### src/rtl/phase_out_guard.sv
module phase_out_guard #(
  parameter int NPH = 3
) (
  input  logic             clk,
  input  logic             rst_n,
  input  logic             wr_en,
  input  logic [4:0]       wr_data,
  input  logic [NPH-1:0]   pwm_p,
  input  logic [NPH-1:0]   pwm_n,
  input  logic             sd_n,
  input  logic [2*NPH-1:0] pin_dis,
  output logic [2*NPH-1:0] pin_out,
  output logic [2*NPH-1:0] pin_oe,
  output logic [4:0]       ctrl_q
);
  localparam int NPIN = 2 * NPH;

  logic oe_q, prot_q, flag_q, pol_q, mode_q;
  logic sd_s1, sd_s2, sd_s3;
  logic sd_fall, overlap, trip;

  assign sd_fall = sd_s3 & ~sd_s2;
  assign overlap = |(pwm_p & pwm_n);
  assign trip    = overlap & prot_q & mode_q;
  assign ctrl_q  = {mode_q, pol_q, flag_q, prot_q, oe_q};

  always_ff @(posedge clk or negedge rst_n) begin
    if (!rst_n) begin
      sd_s1 <= 1'b1;
      sd_s2 <= 1'b1;
      sd_s3 <= 1'b1;
    end else begin
      sd_s1 <= sd_n;
      sd_s2 <= sd_s1;
      sd_s3 <= sd_s2;
    end
  end

  always_ff @(posedge clk or negedge rst_n) begin
    if (!rst_n) begin
      oe_q   <= 1'b0;
      prot_q <= 1'b0;
      flag_q <= 1'b0;
      pol_q  <= 1'b0;
      mode_q <= 1'b0;
    end else begin
      if (wr_en) begin
        prot_q <= wr_data[1];
        pol_q  <= wr_data[3];
        mode_q <= wr_data[4];
      end
      if (sd_fall || trip)
        oe_q <= 1'b0;
      else if (wr_en)
        oe_q <= wr_data[0] & sd_s2;
      if (trip)
        flag_q <= 1'b1;
      else if (wr_en && !wr_data[2])
        flag_q <= 1'b0;
    end
  end

  for (genvar i = 0; i < NPH; i++) begin : g_phase
    assign pin_out[2*i]   = pwm_p[i] ^ pol_q;
    assign pin_out[2*i+1] = pwm_n[i] ^ pol_q;
  end

  assign pin_oe = {NPIN{mode_q & oe_q}} & ~pin_dis;
endmodule


### config.mk
export PLATFORM = sky130hd
export DESIGN_NAME = phase_out_guard
export DESIGN_NICKNAME = d
export VERILOG_FILES = /design/src/rtl/phase_out_guard.sv
export SDC_FILE = /design/constraint.sdc
export NUM_CORES = 1
export LEC_CHECK = 0
export BUFFER_PORTS_ARGS = -buffer_cell sky130_fd_sc_hd__buf_2
export CORE_MARGIN = 4
export CORE_UTILIZATION = 25
export DETAILED_ROUTE_END_ITERATION = 7
export PLACE_DENSITY = 0.66
export SLEW_MARGIN = 5
export SYNTH_ARGS = -nofsm -noshare
export SYNTH_HDL_FRONTEND = slang
export SYNTH_SLANG_ARGS = --single-unit
### constraint.sdc
create_clock -name clk -period 1 [get_ports clk]
set_input_delay 0.2 -clock clk [delete_from_list [all_inputs] [get_ports clk]]
set_output_delay 0.2 -clock clk [all_outputs]
set_load 0.01 [all_outputs]
==> results of run 1 <==
## power groups by stage
stage          Combinational, mW  Clock, mW  Sequential (mW)
4_1_cts                    0.262      0.274            0.387
2_1_floorplan              0.143          0            0.376
5_1_grt                    0.299      0.285            0.393
3_3_place_gp               0.225          0            0.387
3_5_place_dp               0.230          0            0.390
6_report                   0.270      0.257            0.386
## cell type report
type	instances	area, µm²
flip-flops and latches	8	205
repair buffers	43	256
fillers	158	858
clock buffers	4	26.3
multi-input cells	25	171
inverters	1	3.75
well taps	16	20.0
## worst max path at each step
| stage | slack [ns] | to | depth (start not counted) |
|---|---|---|---|
| after detailed placement | -0.05 | pin_out[0] | 2 |
| after global placement | -0.01 | pin_out[5] | 2 |
| after CTS | -0.25 | pin_out[0] | 2 |
| after global routing | -0.30 | pin_out[0] | 2 |
| after floorplan | 0.04 | pin_out[0] | 2 |
| final | -0.23 | pin_out[0] | 2 |
## kinds of logic (layout without fill, tap and decap cells)
group	Yosys count	count (layout)	synth area share [%]
flops	8	8	49.1
simple gates	12	12	12.1
xor+xnor	6	6	12.7
buf+inv	7	48	11.1
mux	3	3	8.13
compound gates	4	4	6.93
## flip-flops by register name, summed over array words and instances (netlist names)
register  cells
flag_q        1
sd_s3         1
sd_s1         1
sd_s2         1
pol_q         1
prot_q        1
oe_q          1
mode_q        1
## layer usage
| metal | vias up | routed length (µm) |
|---|---|---|
| li1 | 207 | - |
| met1 | 178 | 362 |
| met2 | 28 | 564 |
| met3 | 0 | 151 |
| met4 | 0 | 0 |
| met5 | - | 0 |
## cells in the final DEF (no fill, tap or decap)
cell           instances
dfstp_2                3
buf_6                  5
nand2_1                1
a21oi_2                1
a222oi_1               1
nand2_2                1
nor2_1                 7
nand2b_1               1
clkbuf_4               3
xor2_1                 6
dfrtp_2                1
buf_2                 35
mux2_2                 2
inv_1                  1
dfrtp_1                4
dlygate4sd3_1          1
mux2_4                 1
buf_4                  2
clkbuf_1               1
o21ai_0                2
nand3_1                2
## repair_timing
item	CTS	global route
hold endpoints to repair	8	0
setup buffers	3	1
resized for setup	6	2
pin swaps	6	1
setup endpoints to repair	15	18
hold buffers	1	0
## worst reg2reg max path, stage by stage, from the launching register on
cell,delay (ns)
dfrtp_1,0.39
buf_6,0.13
buf_6,0.11
mux2_4,0.26
## per-stage QoR
step,util [%],std cells,worst slack (ns)
after floorplan,-,40,0.0373
final,44.3,97,-0.230
after detailed placement,38.0,88,-0.0549
after global routing,44.3,97,-0.302
after CTS,43.3,96,-0.252
after global placement,38.0,88,-0.0124
==> results.sh, run 1 <==
export IMPL_ys_top_cells_by_count="7 x nor2_1, 6 x xor2_1, 5 x buf_4, 5 x dfrtp_1"
export IMPL_slew_headroom_pct=78.5
export IMPL_design_core_area_um2=1540
export IMPL_io_buffer_count=37
export IMPL_syn_area_um2=415
export IMPL_synth_seq_area_share_pct=49.1
export IMPL_path_clk_slew_ns=0.05
export IMPL_total_power_mw=0.914
export IMPL_clock_path_buffers=2
export IMPL_cp_max_fo=8
export IMPL_hold_path_end="sd_s1$_DFF_PN1_"
export IMPL_setup_viol=15
export IMPL_wl_per_cell_um=11.1
export IMPL_synthArstFlopShare_pct=100
export IMPL_htreeDepth=1
export IMPL_synth_edf_count=0
export IMPL_fp_row_count=14
export IMPL_crit_family="flip-flops"
export IMPL_dr_pass1_iters=4
export IMPL_skew_ns=0.00238
export IMPL_met1_usage_pct=9.87
export IMPL_slowest_stage="dfrtp_2"
export IMPL_drt_iter0_drc=2
export IMPL_min_path_type="in2reg"
export IMPL_worstHoldStart="sd_n"
export IMPL_numCtsBuffers=3
export IMPL_track_usage_pct=9.70
export IMPL_synth_area_leader_cell="dfrtp_1"
export IMPL_die_x_um=48.8
export IMPL_clk_latency_ns=0.25
export IMPL_violations="negative setup slack"
export IMPL_cp_end_kind="output port"
export IMPL_yosysTopAreaCellShare_pct=30.1
export IMPL_cts_tree="yes"
export IMPL_required_ns=0.80
export IMPL_drive_gt1_share_pct=66.7
export IMPL_synth_most_common_cell="nor2_1"
export IMPL_placed_area_um2=586
export IMPL_start_util_pct=26.9
export IMPL_synth_avg_cell_area_um2=10.4
export IMPL_fin_crit_ns=1.23
export IMPL_p_int_mw=0.661
export IMPL_dp_hpwl_um=892
export IMPL_netlist_instances=40
export IMPL_crit_type="reg2out"
export IMPL_met3_usage_pct=6.75
export IMPL_arrival_ns=1.03
export IMPL_finalNetCount=103
export IMPL_grtUsageMet2_pct=15.9
export IMPL_pwr_share_comb_pct=29.6
export IMPL_max_cap_viol_count=0
export IMPL_vias_per_cell=4.26
export IMPL_top_usage_layer="met2"
export IMPL_fin_hold_ws_ns=0.0478
export IMPL_worst_slack_ns=-0.230
export IMPL_antenna_found_initial=0
export IMPL_switching_share_pct=27.7
export IMPL_diodes=0
export IMPL_crit_buf_inv=1
export IMPL_startpoint="pol_q$_DFFE_PN0P_"
export IMPL_finalHoldViolCount=0
export IMPL_rr_worst_depth=3
export IMPL_synthFlopType="dfrtp_1"
export IMPL_gp_congestion=0.747
export IMPL_areaGrowthSynthToFinish_pct=64.5
export IMPL_grt_setup_unrepaired="yes"
export IMPL_power_density_nw_per_um2=1340
export IMPL_worstReg2RegEnd="mode_q$_DFFE_PN0P_"
export IMPL_fp_dieH_um=48.8
export IMPL_vias=413
export IMPL_ys_seq_elements=8
export IMPL_r2r_start="mode_q$_DFFE_PN0P_"
export IMPL_report_final_slew_viol_count=0
export IMPL_antenna_left=0
export IMPL_min_path_cells=1
export IMPL_syn_nets=61
export IMPL_tightest_slew_ns=0.322
export IMPL_grt_ovfl_total=0
export IMPL_fin_crit_sh_pct=123
export IMPL_pin_count=38
export IMPL_p_switching_mw=0.253
export IMPL_grt_max_degree=9
export IMPL_route_detailed_drc=0
export IMPL_post_route_cell_area_um2=683
export IMPL_max_vdd_ir_drop_mv=0.778
export IMPL_fmax_mhz=813
export IMPL_slowest_delay_ns=0.47
export IMPL_cp_start_kind="register"
export IMPL_path_cells="xor2_1 > buf_2"
export IMPL_ys_types=14
export IMPL_leakagePower_nw=0.375
export IMPL_die_area_um2=2380
export IMPL_grt_pass1_wl_mm=1.82
export IMPL_sequentialPowerShare_pct=42.3
export IMPL_synth_area_leaders="dfrtp_1 30%, dfstp_2 19%, xor2_1 13%, buf_4 9.0%, mux2_2 8.1%"
export IMPL_clock_power_share_pct=28.2
export IMPL_clock_root_buffer="clkbuf_4"
export IMPL_ff2ff_setup_slack_ns=0.01
export IMPL_status="finished with violations"
export IMPL_grt_pass1_vias=438
export IMPL_ys_warn_count=0
export IMPL_tns_ns=-2.41
export IMPL_wl_mm=1.08
export IMPL_clock_sinks=8
(Power assumes the default switching activity.)
==> run 2: changes to the inputs <==
CTS_BUF_LIST = sky130_fd_sc_hd__clkbuf_8   (was default)
==> results.sh, run 2 (synthesis gave the netlist of run 1 again) <==
export IMPL_crit_type="reg2out"
export IMPL_cts_tree="yes"
export IMPL_cp_start_kind="register"
export IMPL_skew_ns=0.00225
export IMPL_final_cells=96
export IMPL_max_cap_viol_count=0
export IMPL_clock_path_buffers=2
export IMPL_vias_per_cell=4.36
export IMPL_grt_setup_unrepaired="yes"
export IMPL_die_area_um2=2380
export IMPL_grt_pass1_wl_mm=1.84
export IMPL_htreeDepth=1
export IMPL_vias=419
export IMPL_grt_ovfl_total=0
export IMPL_setup_viol=15
export IMPL_min_path_cells=1
export IMPL_pin_count=38
export IMPL_finalHoldViolCount=0
export IMPL_diodes=0
export IMPL_dp_hpwl_um=892
export IMPL_drive_gt1_share_pct=66.3
export IMPL_rr_worst_depth=3
export IMPL_final_common_cell="buf_2"
export IMPL_report_final_slew_viol_count=0
export IMPL_numCtsBuffers=3
export IMPL_fp_row_count=14
export IMPL_slowest_stage="dfrtp_2"
export IMPL_cp_end_kind="output port"
export IMPL_max_vdd_ir_drop_mv=0.849
export IMPL_wl_mm=1.08
export IMPL_antenna_left=0
export IMPL_arrival_ns=1.00
export IMPL_slew_headroom_pct=78.5
export IMPL_violations="negative setup slack"
export IMPL_design_core_area_um2=1540
export IMPL_final_cell_mix="35 x buf_2, 7 x nor2_1, 6 x xor2_1"
export IMPL_slowest_delay_ns=0.46
export IMPL_clk_latency_ns=0.23
export IMPL_hold_path_end="sd_s1$_DFF_PN1_"
export IMPL_status="finished with violations"
export IMPL_required_ns=0.80
export IMPL_total_power_mw=1.04
export IMPL_dr_pass1_iters=4
export IMPL_tightest_slew_ns=0.322
export IMPL_drt_iter0_drc=2
export IMPL_path_clk_slew_ns=0.04
export IMPL_areaGrowthSynthToFinish_pct=67.2
export IMPL_worst_slack_ns=-0.204
export IMPL_die_x_um=48.8
export IMPL_antenna_found_initial=0
export IMPL_r2r_start="mode_q$_DFFE_PN0P_"
export IMPL_tns_ns=-2.01
export IMPL_post_route_util_pct=45.0
export IMPL_path_cells="xor2_1 > buf_2"
export IMPL_clock_root_buffer="clkbuf_8"
export IMPL_crit_family="flip-flops"
export IMPL_fmax_mhz=831
export IMPL_leakagePower_nw=0.382
export IMPL_clock_sinks=8
export IMPL_finalNetCount=102
export IMPL_gp_congestion=0.747
export IMPL_route_detailed_drc=0
export IMPL_fin_crit_ns=1.20
export IMPL_fp_dieH_um=48.8
export IMPL_start_util_pct=26.9
export IMPL_min_path_type="in2reg"
export IMPL_worstHoldStart="sd_n"
export IMPL_dp_cells=88
export IMPL_power_density_nw_per_um2=1500
export IMPL_grt_pass1_vias=436
export IMPL_crit_buf_inv=1
export IMPL_track_usage_pct=10.0
export IMPL_io_buffer_count=37
export IMPL_pre_cts_slack_ns=-0.0549
export IMPL_grt_max_degree=9
export IMPL_cp_max_fo=8
export IMPL_worstReg2RegEnd="mode_q$_DFFE_PN0P_"
export IMPL_wl_per_cell_um=11.3
export IMPL_fin_crit_sh_pct=120
export IMPL_num_fill_cells=157
export IMPL_ff2ff_setup_slack_ns=0.01
-- run 2: cell types whose count changed in the layout (fill, tap and decap cells not counted), sizes merged --
cell	before	now
inv	1	2
clkbuf	4	3
buf	42	41
-- run 2: repair_timing --
item / 4_1_cts / 5_1_grt
setup endpoints to repair: 14 / 16
buffers inserted: 2 / 1
hold buffers: 1 / 0
pin swaps: 6 / 0
hold endpoints to repair: 5 / 0
gates resized for setup: 6 / 2
-- run 2: final cells by class --
type / count / area [µm²] / share of cell area, %
clock buffer: 3 / 41.3 / 5.95
clock inverter: 1 / 3.75 / 0.541
inverter: 1 / 3.75 / 0.541
multi-input combinational: 25 / 171 / 24.7
sequential: 8 / 205 / 29.5
tap: 16 / 20.0 / 2.88
timing repair buffer: 42 / 249 / 35.9
-- run 2: power breakdown --
part	switching (mW)	leakage [nW]	internal, mW
logic	0.120	0.264	0.144
registers	0.0274	0.0912	0.360
clock network	0.126	0.0269	0.266
-- run 2: per-layer routing --
metal	track usage [%]	part of all wire, %
met1	9.87	34
met2	15.4	50
met3	7.06	14
met4	5.38	2.1
met5	0	0
-- run 2: worst register-to-register path, stage by stage (launching register included) --
cell,delay (ns)
dfrtp_1,0.39
buf_6,0.13
buf_6,0.11
mux2_4,0.26
-- run 2: worst max path at each step --
stage               cells after the start          to              start  slack (ns)
global placement                        2  pin_out[5]  pol_q$_DFFE_PN0P_       -0.01
detailed placement                      2  pin_out[0]  pol_q$_DFFE_PN0P_       -0.05
floorplan                               2  pin_out[0]  pol_q$_DFFE_PN0P_        0.04
finish                                  2  pin_out[0]  pol_q$_DFFE_PN0P_       -0.20
global route                            2  pin_out[0]  pol_q$_DFFE_PN0P_       -0.27
CTS                                     2  pin_out[0]  pol_q$_DFFE_PN0P_       -0.22
-- run 2: metrics by stage --
step / area (µm²) / hold WS, ns
floorplan: 415 / -0.0956
global placement: 586 / 0.0480
detailed placement: 586 / 0.0476
CTS: 679 / 0.0662
global route: 694 / 0.0627
finish: 694 / 0.0728
